<file path="config.mk">
export PLATFORM = sky130hd
export DESIGN_NAME = defl_router
export DESIGN_NICKNAME = d
export VERILOG_FILES = /design/src/rtl/defl_pkg.sv /design/src/rtl/defl_route.sv /design/src/rtl/defl_rank.sv /design/src/rtl/defl_alloc.sv /design/src/rtl/defl_router.sv
export SDC_FILE = /design/constraint.sdc
export NUM_CORES = 1
export LEC_CHECK = 0
export BUFFER_PORTS_ARGS = -buffer_cell sky130_fd_sc_hd__buf_4
export CORE_MARGIN = 5
export CORE_UTILIZATION = 25
export CTS_CLUSTER_DIAMETER = 200
export DETAILED_ROUTE_END_ITERATION = 10
export GPL_TIMING_DRIVEN = 0
export PLACE_DENSITY = 0.38
export SLEW_MARGIN = 25
export SYNTH_ARGS = -nofsm -noshare
export SYNTH_HDL_FRONTEND = slang
export SYNTH_HIERARCHICAL = 1
export SYNTH_SLANG_ARGS = --single-unit
</file>
<file path="constraint.sdc">
create_clock -name clk_i -period 25.5 [get_ports clk_i]
set_clock_uncertainty 0.1 [all_clocks]
set_input_delay 5.1 -clock clk_i [delete_from_list [all_inputs] [get_ports clk_i]]
set_output_delay 5.1 -clock clk_i [all_outputs]
set_load 0.05 [all_outputs]
</file>
<file path="src/rtl/defl_pkg.sv">
package defl_pkg;
  localparam int NB = 4;
  localparam int RW = $clog2(NB);

  localparam logic [2:0] P_N = 3'd0;
  localparam logic [2:0] P_E = 3'd1;
  localparam logic [2:0] P_S = 3'd2;
  localparam logic [2:0] P_W = 3'd3;
  localparam logic [2:0] P_L = 3'd4;

  function automatic logic [RW-1:0] low_free(input logic [NB-1:0] f);
    logic [RW-1:0] r;
    r = '0;
    for (int p = NB - 1; p >= 0; p--) begin
      if (f[p]) r = RW'(p);
    end
    return r;
  endfunction
endpackage

</file>
<file path="src/rtl/defl_route.sv">
module defl_route
  import defl_pkg::*;
#(
  parameter int X_W  = 3,
  parameter int Y_W  = 3,
  parameter int MY_X = 2,
  parameter int MY_Y = 2
) (
  input  logic [X_W-1:0] dx_i,
  input  logic [Y_W-1:0] dy_i,
  output logic [2:0]     port_o
);
  localparam logic [X_W-1:0] HX = X_W'(MY_X);
  localparam logic [Y_W-1:0] HY = Y_W'(MY_Y);

  // X first, then Y
  always_comb begin
    if (dx_i > HX)      port_o = P_E;
    else if (dx_i < HX) port_o = P_W;
    else if (dy_i > HY) port_o = P_N;
    else if (dy_i < HY) port_o = P_S;
    else                port_o = P_L;
  end
endmodule

</file>
<file path="src/rtl/defl_rank.sv">
module defl_rank
  import defl_pkg::*;
#(
  parameter int AGE_W = 8
) (
  input  logic [NB-1:0]            vld_i,
  input  logic [NB-1:0][AGE_W-1:0] age_i,
  output logic [NB-1:0][RW-1:0]    rank_o
);
  // rank = number of valid flits placed ahead (older, or same age on lower index)
  always_comb begin
    for (int i = 0; i < NB; i++) begin
      int cnt;
      cnt = 0;
      for (int j = 0; j < NB; j++) begin
        if (j != i && vld_i[j] &&
            ((age_i[j] > age_i[i]) || (age_i[j] == age_i[i] && j < i)))
          cnt++;
      end
      rank_o[i] = RW'(cnt);
    end
  end

  always_comb begin
    for (int i = 0; i < NB; i++) begin
      for (int j = i + 1; j < NB; j++) begin
        p_rank_unique_r4: assert (!(vld_i[i] && vld_i[j]) || rank_o[i] != rank_o[j]);
      end
    end
  end
endmodule

</file>
<file path="src/rtl/defl_alloc.sv">
module defl_alloc
  import defl_pkg::*;
(
  input  logic [NB-1:0]         vld_i,
  input  logic [NB-1:0][RW-1:0] rank_i,
  input  logic [NB-1:0][2:0]    want_i,
  output logic [NB-1:0]         grant_o,
  output logic [NB-1:0][RW-1:0] gport_o,
  output logic [NB-1:0]         ej_sel_o,
  output logic [NB-1:0]         free_o
);
  always_comb begin
    logic [NB-1:0] free;
    logic          ej_done;
    logic [RW-1:0] pick;
    free     = '1;
    ej_done  = 1'b0;
    pick     = '0;
    grant_o  = '0;
    gport_o  = '0;
    ej_sel_o = '0;
    for (int k = 0; k < NB; k++) begin
      for (int i = 0; i < NB; i++) begin
        if (vld_i[i] && rank_i[i] == RW'(k)) begin
          if (want_i[i] == P_L && !ej_done) begin
            ej_sel_o[i] = 1'b1;
            ej_done     = 1'b1;
          end else begin
            if (want_i[i] != P_L && free[want_i[i][RW-1:0]]) pick = want_i[i][RW-1:0];
            else                                             pick = low_free(free);
            grant_o[i]  = 1'b1;
            gport_o[i]  = pick;
            free[pick]  = 1'b0;
          end
        end
      end
    end
    free_o = free;
  end
endmodule

</file>
<file path="src/rtl/defl_router.sv">
module defl_router
  import defl_pkg::*;
#(
  parameter int X_W      = 3,
  parameter int Y_W      = 3,
  parameter int AGE_W    = 8,
  parameter int DATA_W   = 16,
  parameter int MY_X     = 2,
  parameter int MY_Y     = 2,
  parameter int INIT_AGE = 0
) (
  input  logic                      clk_i,
  input  logic                      rst_ni,
  input  logic [NB-1:0]             in_vld_i,
  input  logic [NB-1:0][X_W-1:0]    in_dx_i,
  input  logic [NB-1:0][Y_W-1:0]    in_dy_i,
  input  logic [NB-1:0][AGE_W-1:0]  in_age_i,
  input  logic [NB-1:0][DATA_W-1:0] in_data_i,
  output logic [NB-1:0]             out_vld_o,
  output logic [NB-1:0][X_W-1:0]    out_dx_o,
  output logic [NB-1:0][Y_W-1:0]    out_dy_o,
  output logic [NB-1:0][AGE_W-1:0]  out_age_o,
  output logic [NB-1:0][DATA_W-1:0] out_data_o,
  input  logic                      inj_vld_i,
  input  logic [X_W-1:0]            inj_dx_i,
  input  logic [Y_W-1:0]            inj_dy_i,
  input  logic [DATA_W-1:0]         inj_data_i,
  output logic                      inj_rdy_o,
  output logic                      starve_o,
  output logic                      ej_vld_o,
  output logic [AGE_W-1:0]          ej_age_o,
  output logic [DATA_W-1:0]         ej_data_o
);
  localparam logic [AGE_W-1:0] AGE_MAX = '1;
  localparam logic [AGE_W-1:0] AGE_INI = AGE_W'(INIT_AGE);

  logic [NB-1:0][2:0]    want;
  logic [NB-1:0][RW-1:0] rank;
  logic [NB-1:0]         grant;
  logic [NB-1:0][RW-1:0] gport;
  logic [NB-1:0]         ej_sel;
  logic [NB-1:0]         free;
  logic [2:0]            inj_want;
  logic [RW-1:0]         inj_port;
  logic                  inj_fire;
  logic                  ej_fire;

  for (genvar g = 0; g < NB; g++) begin : g_route
    defl_route #(.X_W(X_W), .Y_W(Y_W), .MY_X(MY_X), .MY_Y(MY_Y)) i_route (
      .dx_i  (in_dx_i[g]),
      .dy_i  (in_dy_i[g]),
      .port_o(want[g])
    );
  end

  defl_route #(.X_W(X_W), .Y_W(Y_W), .MY_X(MY_X), .MY_Y(MY_Y)) i_inj_route (
    .dx_i  (inj_dx_i),
    .dy_i  (inj_dy_i),
    .port_o(inj_want)
  );

  defl_rank #(.AGE_W(AGE_W)) i_rank (
    .vld_i (in_vld_i),
    .age_i (in_age_i),
    .rank_o(rank)
  );

  defl_alloc i_alloc (
    .vld_i   (in_vld_i),
    .rank_i  (rank),
    .want_i  (want),
    .grant_o (grant),
    .gport_o (gport),
    .ej_sel_o(ej_sel),
    .free_o  (free)
  );

  assign inj_rdy_o = |free;
  assign starve_o  = inj_vld_i & ~inj_rdy_o;
  assign inj_fire  = inj_vld_i & inj_rdy_o;
  assign ej_fire   = |ej_sel;

  always_comb begin
    if (inj_want != P_L && free[inj_want[RW-1:0]]) inj_port = inj_want[RW-1:0];
    else                                           inj_port = low_free(free);
  end

  logic [NB-1:0]             nxt_vld;
  logic [NB-1:0][X_W-1:0]    nxt_dx;
  logic [NB-1:0][Y_W-1:0]    nxt_dy;
  logic [NB-1:0][AGE_W-1:0]  nxt_age;
  logic [NB-1:0][DATA_W-1:0] nxt_data;
  logic [AGE_W-1:0]          nxt_ej_age;
  logic [DATA_W-1:0]         nxt_ej_data;

  always_comb begin
    nxt_vld     = '0;
    nxt_dx      = '0;
    nxt_dy      = '0;
    nxt_age     = '0;
    nxt_data    = '0;
    nxt_ej_age  = '0;
    nxt_ej_data = '0;
    for (int p = 0; p < NB; p++) begin
      for (int i = 0; i < NB; i++) begin
        if (grant[i] && gport[i] == RW'(p)) begin
          nxt_vld[p]  = 1'b1;
          nxt_dx[p]   = in_dx_i[i];
          nxt_dy[p]   = in_dy_i[i];
          nxt_age[p]  = (in_age_i[i] == AGE_MAX) ? AGE_MAX : in_age_i[i] + 1'b1;
          nxt_data[p] = in_data_i[i];
        end
      end
      if (inj_fire && inj_port == RW'(p)) begin
        nxt_vld[p]  = 1'b1;
        nxt_dx[p]   = inj_dx_i;
        nxt_dy[p]   = inj_dy_i;
        nxt_age[p]  = AGE_INI;
        nxt_data[p] = inj_data_i;
      end
    end
    for (int i = 0; i < NB; i++) begin
      if (ej_sel[i]) begin
        nxt_ej_age  = in_age_i[i];
        nxt_ej_data = in_data_i[i];
      end
    end
  end

  always_ff @(posedge clk_i or negedge rst_ni) begin
    if (!rst_ni) begin
      out_vld_o  <= '0;
      out_dx_o   <= '0;
      out_dy_o   <= '0;
      out_age_o  <= '0;
      out_data_o <= '0;
      ej_vld_o   <= 1'b0;
      ej_age_o   <= '0;
      ej_data_o  <= '0;
    end else begin
      out_vld_o  <= nxt_vld;
      out_dx_o   <= nxt_dx;
      out_dy_o   <= nxt_dy;
      out_age_o  <= nxt_age;
      out_data_o <= nxt_data;
      ej_vld_o   <= ej_fire;
      ej_age_o   <= nxt_ej_age;
      ej_data_o  <= nxt_ej_data;
    end
  end

  // ---- assertions ----
  logic [3:0] arr_cnt;
  assign arr_cnt = 4'($countones(in_vld_i)) + 4'(inj_fire);

  p_conserve_r1: assert property (@(posedge clk_i) disable iff (!rst_ni)
    rst_ni |=> (32'($countones(out_vld_o)) + 32'(ej_vld_o)) == 32'($past(arr_cnt)));

  p_starve_r8: assert property (@(posedge clk_i) disable iff (!rst_ni)
    starve_o |-> ((&in_vld_i) && !ej_fire));

  p_inj_gate_r7: assert property (@(posedge clk_i) disable iff (!rst_ni)
    inj_fire |-> (!(&in_vld_i) || ej_fire));

  for (genvar g = 0; g < NB; g++) begin : g_chk
    p_local_eject_r5: assert property (@(posedge clk_i) disable iff (!rst_ni)
      (out_vld_o[g] && out_age_o[g] != AGE_INI &&
       out_dx_o[g] == X_W'(MY_X) && out_dy_o[g] == Y_W'(MY_Y)) |-> ej_vld_o);
  end
endmodule

</file>
==> impl_metrics.csv <==
group,metric,value,unit
route,drc,0,
clock_tree,clockBufferDepth,2,
yosys,netlist_area,15350,µm²
clock_tree,cts_made_buffers,17,
cells_and_area,final_common_cell,"buf_4",
placement,dp.final_hpwl,69280,µm
critical_path,critPathCaptureType,"output pin",
route,drt_pass1_iterations,5,
clock_tree,tritoncts,"yes",
sta,drv_slew,0,
critical_path,cp_data_arrival_time,19.78,ns
floorplanning,row_count,90,
cells_and_area,final_util,32.89,%
sta,fmax,40.04,MHz
sta,worst_slew_pin_slew,1.205,ns
power,power.total,2.033,mW
cells_and_area,multiInputGateArea,11230,µm²
route,viasPerCell,5.938,
yosys,ys_warn_count,6,
grt,grt_max_degree,83,
route,drt_wl_total,87510,µm
sta,min_period,24.98,ns
placement,port_buffers,299,
cells_and_area,final_cell_mix,"buf_4, nand2_1, dfrtp_1",
floorplanning,io_pins,300,
power,vdd_drop_max,0.06132,mV
floorplanning,start_util,25.33,%
route,num_vias,18308,
cells_and_area,nNetsFinal,2496,
critical_path,crit_path_max_fanout,8,
grt,grt_pass1_wl,124600,µm
critical_path,start_kind,"input pin",
floorplanning,die-area,66450,µm²
sta,finalHoldViolCount,0,
route,wl_per_cell,28.38,µm
clock_tree,clkSinkCount,149,
critical_path,cp.buffers_inverters,4,
yosys,syn_inst,1936,
flow_run,cap_viol_max_count,0,
critical_path,cpLargestDelayFamily,"compound AO/OA/AOI/OAI gates",
yosys,syn_avg_cell_area,7.928,µm²
power,leakage,8.332,nW
run_status,run_status,"finished, final reports clean",
critical_path,crit_path_end,"starve_o",
yosys,synth_fp_nets,2145,
placement,gp_congestion,0.9432,
power,p_per_area,102.1,nW/µm²
floorplanning,coreArea,60580,µm²
cells_and_area,area_delta_synth_final,29.81,%
clock_tree,cts.htree.levels,4,
critical_path,critPathLaunch,"in_age_i[21]",
cells_and_area,seq_area,3729,µm²
critical_path,required,20.30,ns
cells_and_area,fill_cells,6494,
sta,finalSetupTns,0,ns
sta,setup_violations,0,
grt,overflow,0,
grt,antenna_found_initial,3,
floorplanning,die_y,257.8,µm
worst_hold_path,hold_class,"in -> async",
critical_path,worstSetupPathType,"in -> out",
clock_tree,clkTransAtPathRegs,0.07,ns
route,ant_nets,0,
critical_path,cp.depth,56,
clock_tree,root_buffer,"clkbuf_16",
grt,grt_pass1_vias,18122,
grt,gr-usage-all-layers,24.78,%
critical_path,cp_slowest_cell,"a211oi_1",
critical_path,critPathMaxStageDelay,0.79,ns
route,drtIter0Drc,1670,
clock_tree,cts_hold_buf,0,
sta,post-route-period-util,97.94,%
cells_and_area,drive_above_1_share,25.09,%
sta,maxSlewHeadroom,19.06,%
floorplanning,die_w,257.8,µm
## timing repair
item | 4_1_cts | 5_1_grt
setup buffers | 7 | 26
gates cloned | 0 | 0
hold endpoints to repair | 0 | 0
resized for setup | 25 | 60
setup endpoints to repair | 2 | 2
pin swaps | 5 | 22
## sequential cells by signal (all words and copies together), names as in the netlist
signal,cells
out_vld_o,4
ej_data_o,16
out_dx_o,12
out_dy_o,12
out_age_o,32
ej_age_o,8
out_data_o,64
ej_vld_o,1
## final cells by class
type	instances	share of cell area [%]
Tap cell	782	4.911
Clock buffer	19	2.273
Inverter	75	1.413
Clock inverter	13	0.6217
Timing Repair Buffer	333	12.69
Sequential cell	149	18.71
Multi-Input combinational cell	1584	56.34
Antenna cell	1	0.01256
Buffer	127	3.027
## worst min-delay path by stage
stage | to | slack [ns] | cells past startpoint
floorplan | ej_age_o[0] | 4.70 | 0
global placement | out_data_o[15] | 5.25 | 3
detailed placement | out_data_o[29] | 4.97 | 1
CTS | out_data_o[12] | 4.49 | 1
global route | out_data_o[29] | 4.52 | 1
finish | out_data_o[12] | 4.47 | 1
## where the power goes
part	internal (mW)	total [mW]	switching, mW	leakage, nW
combinational	0.455	1.43	0.971	6.10
sequential	0.316	0.351	0.0348	1.96
clock	0.141	0.257	0.116	0.276
## per-layer routing
metal / routed length [µm] / GRT usage [%]
met3: 5558 / 3.556
met4: 3208 / 9.226
met1: 35700 / 30.75
met5: 10 / 0
met2: 43030 / 43.69
## per-stage QoR
step	hold WS (ns)	setup slack [ns]	std cells	cell area, µm²
after floorplan	4.704	1.521	1936	15350
after CTS	4.493	0.07080	3057	19380
after global placement	5.247	-1.858	3017	18570
after global routing	4.521	-0.005384	3082	19920
final	4.472	0.5249	3083	19920
after detailed placement	4.974	-1.656	3018	18620
Power figures use the tool's default switching activity.
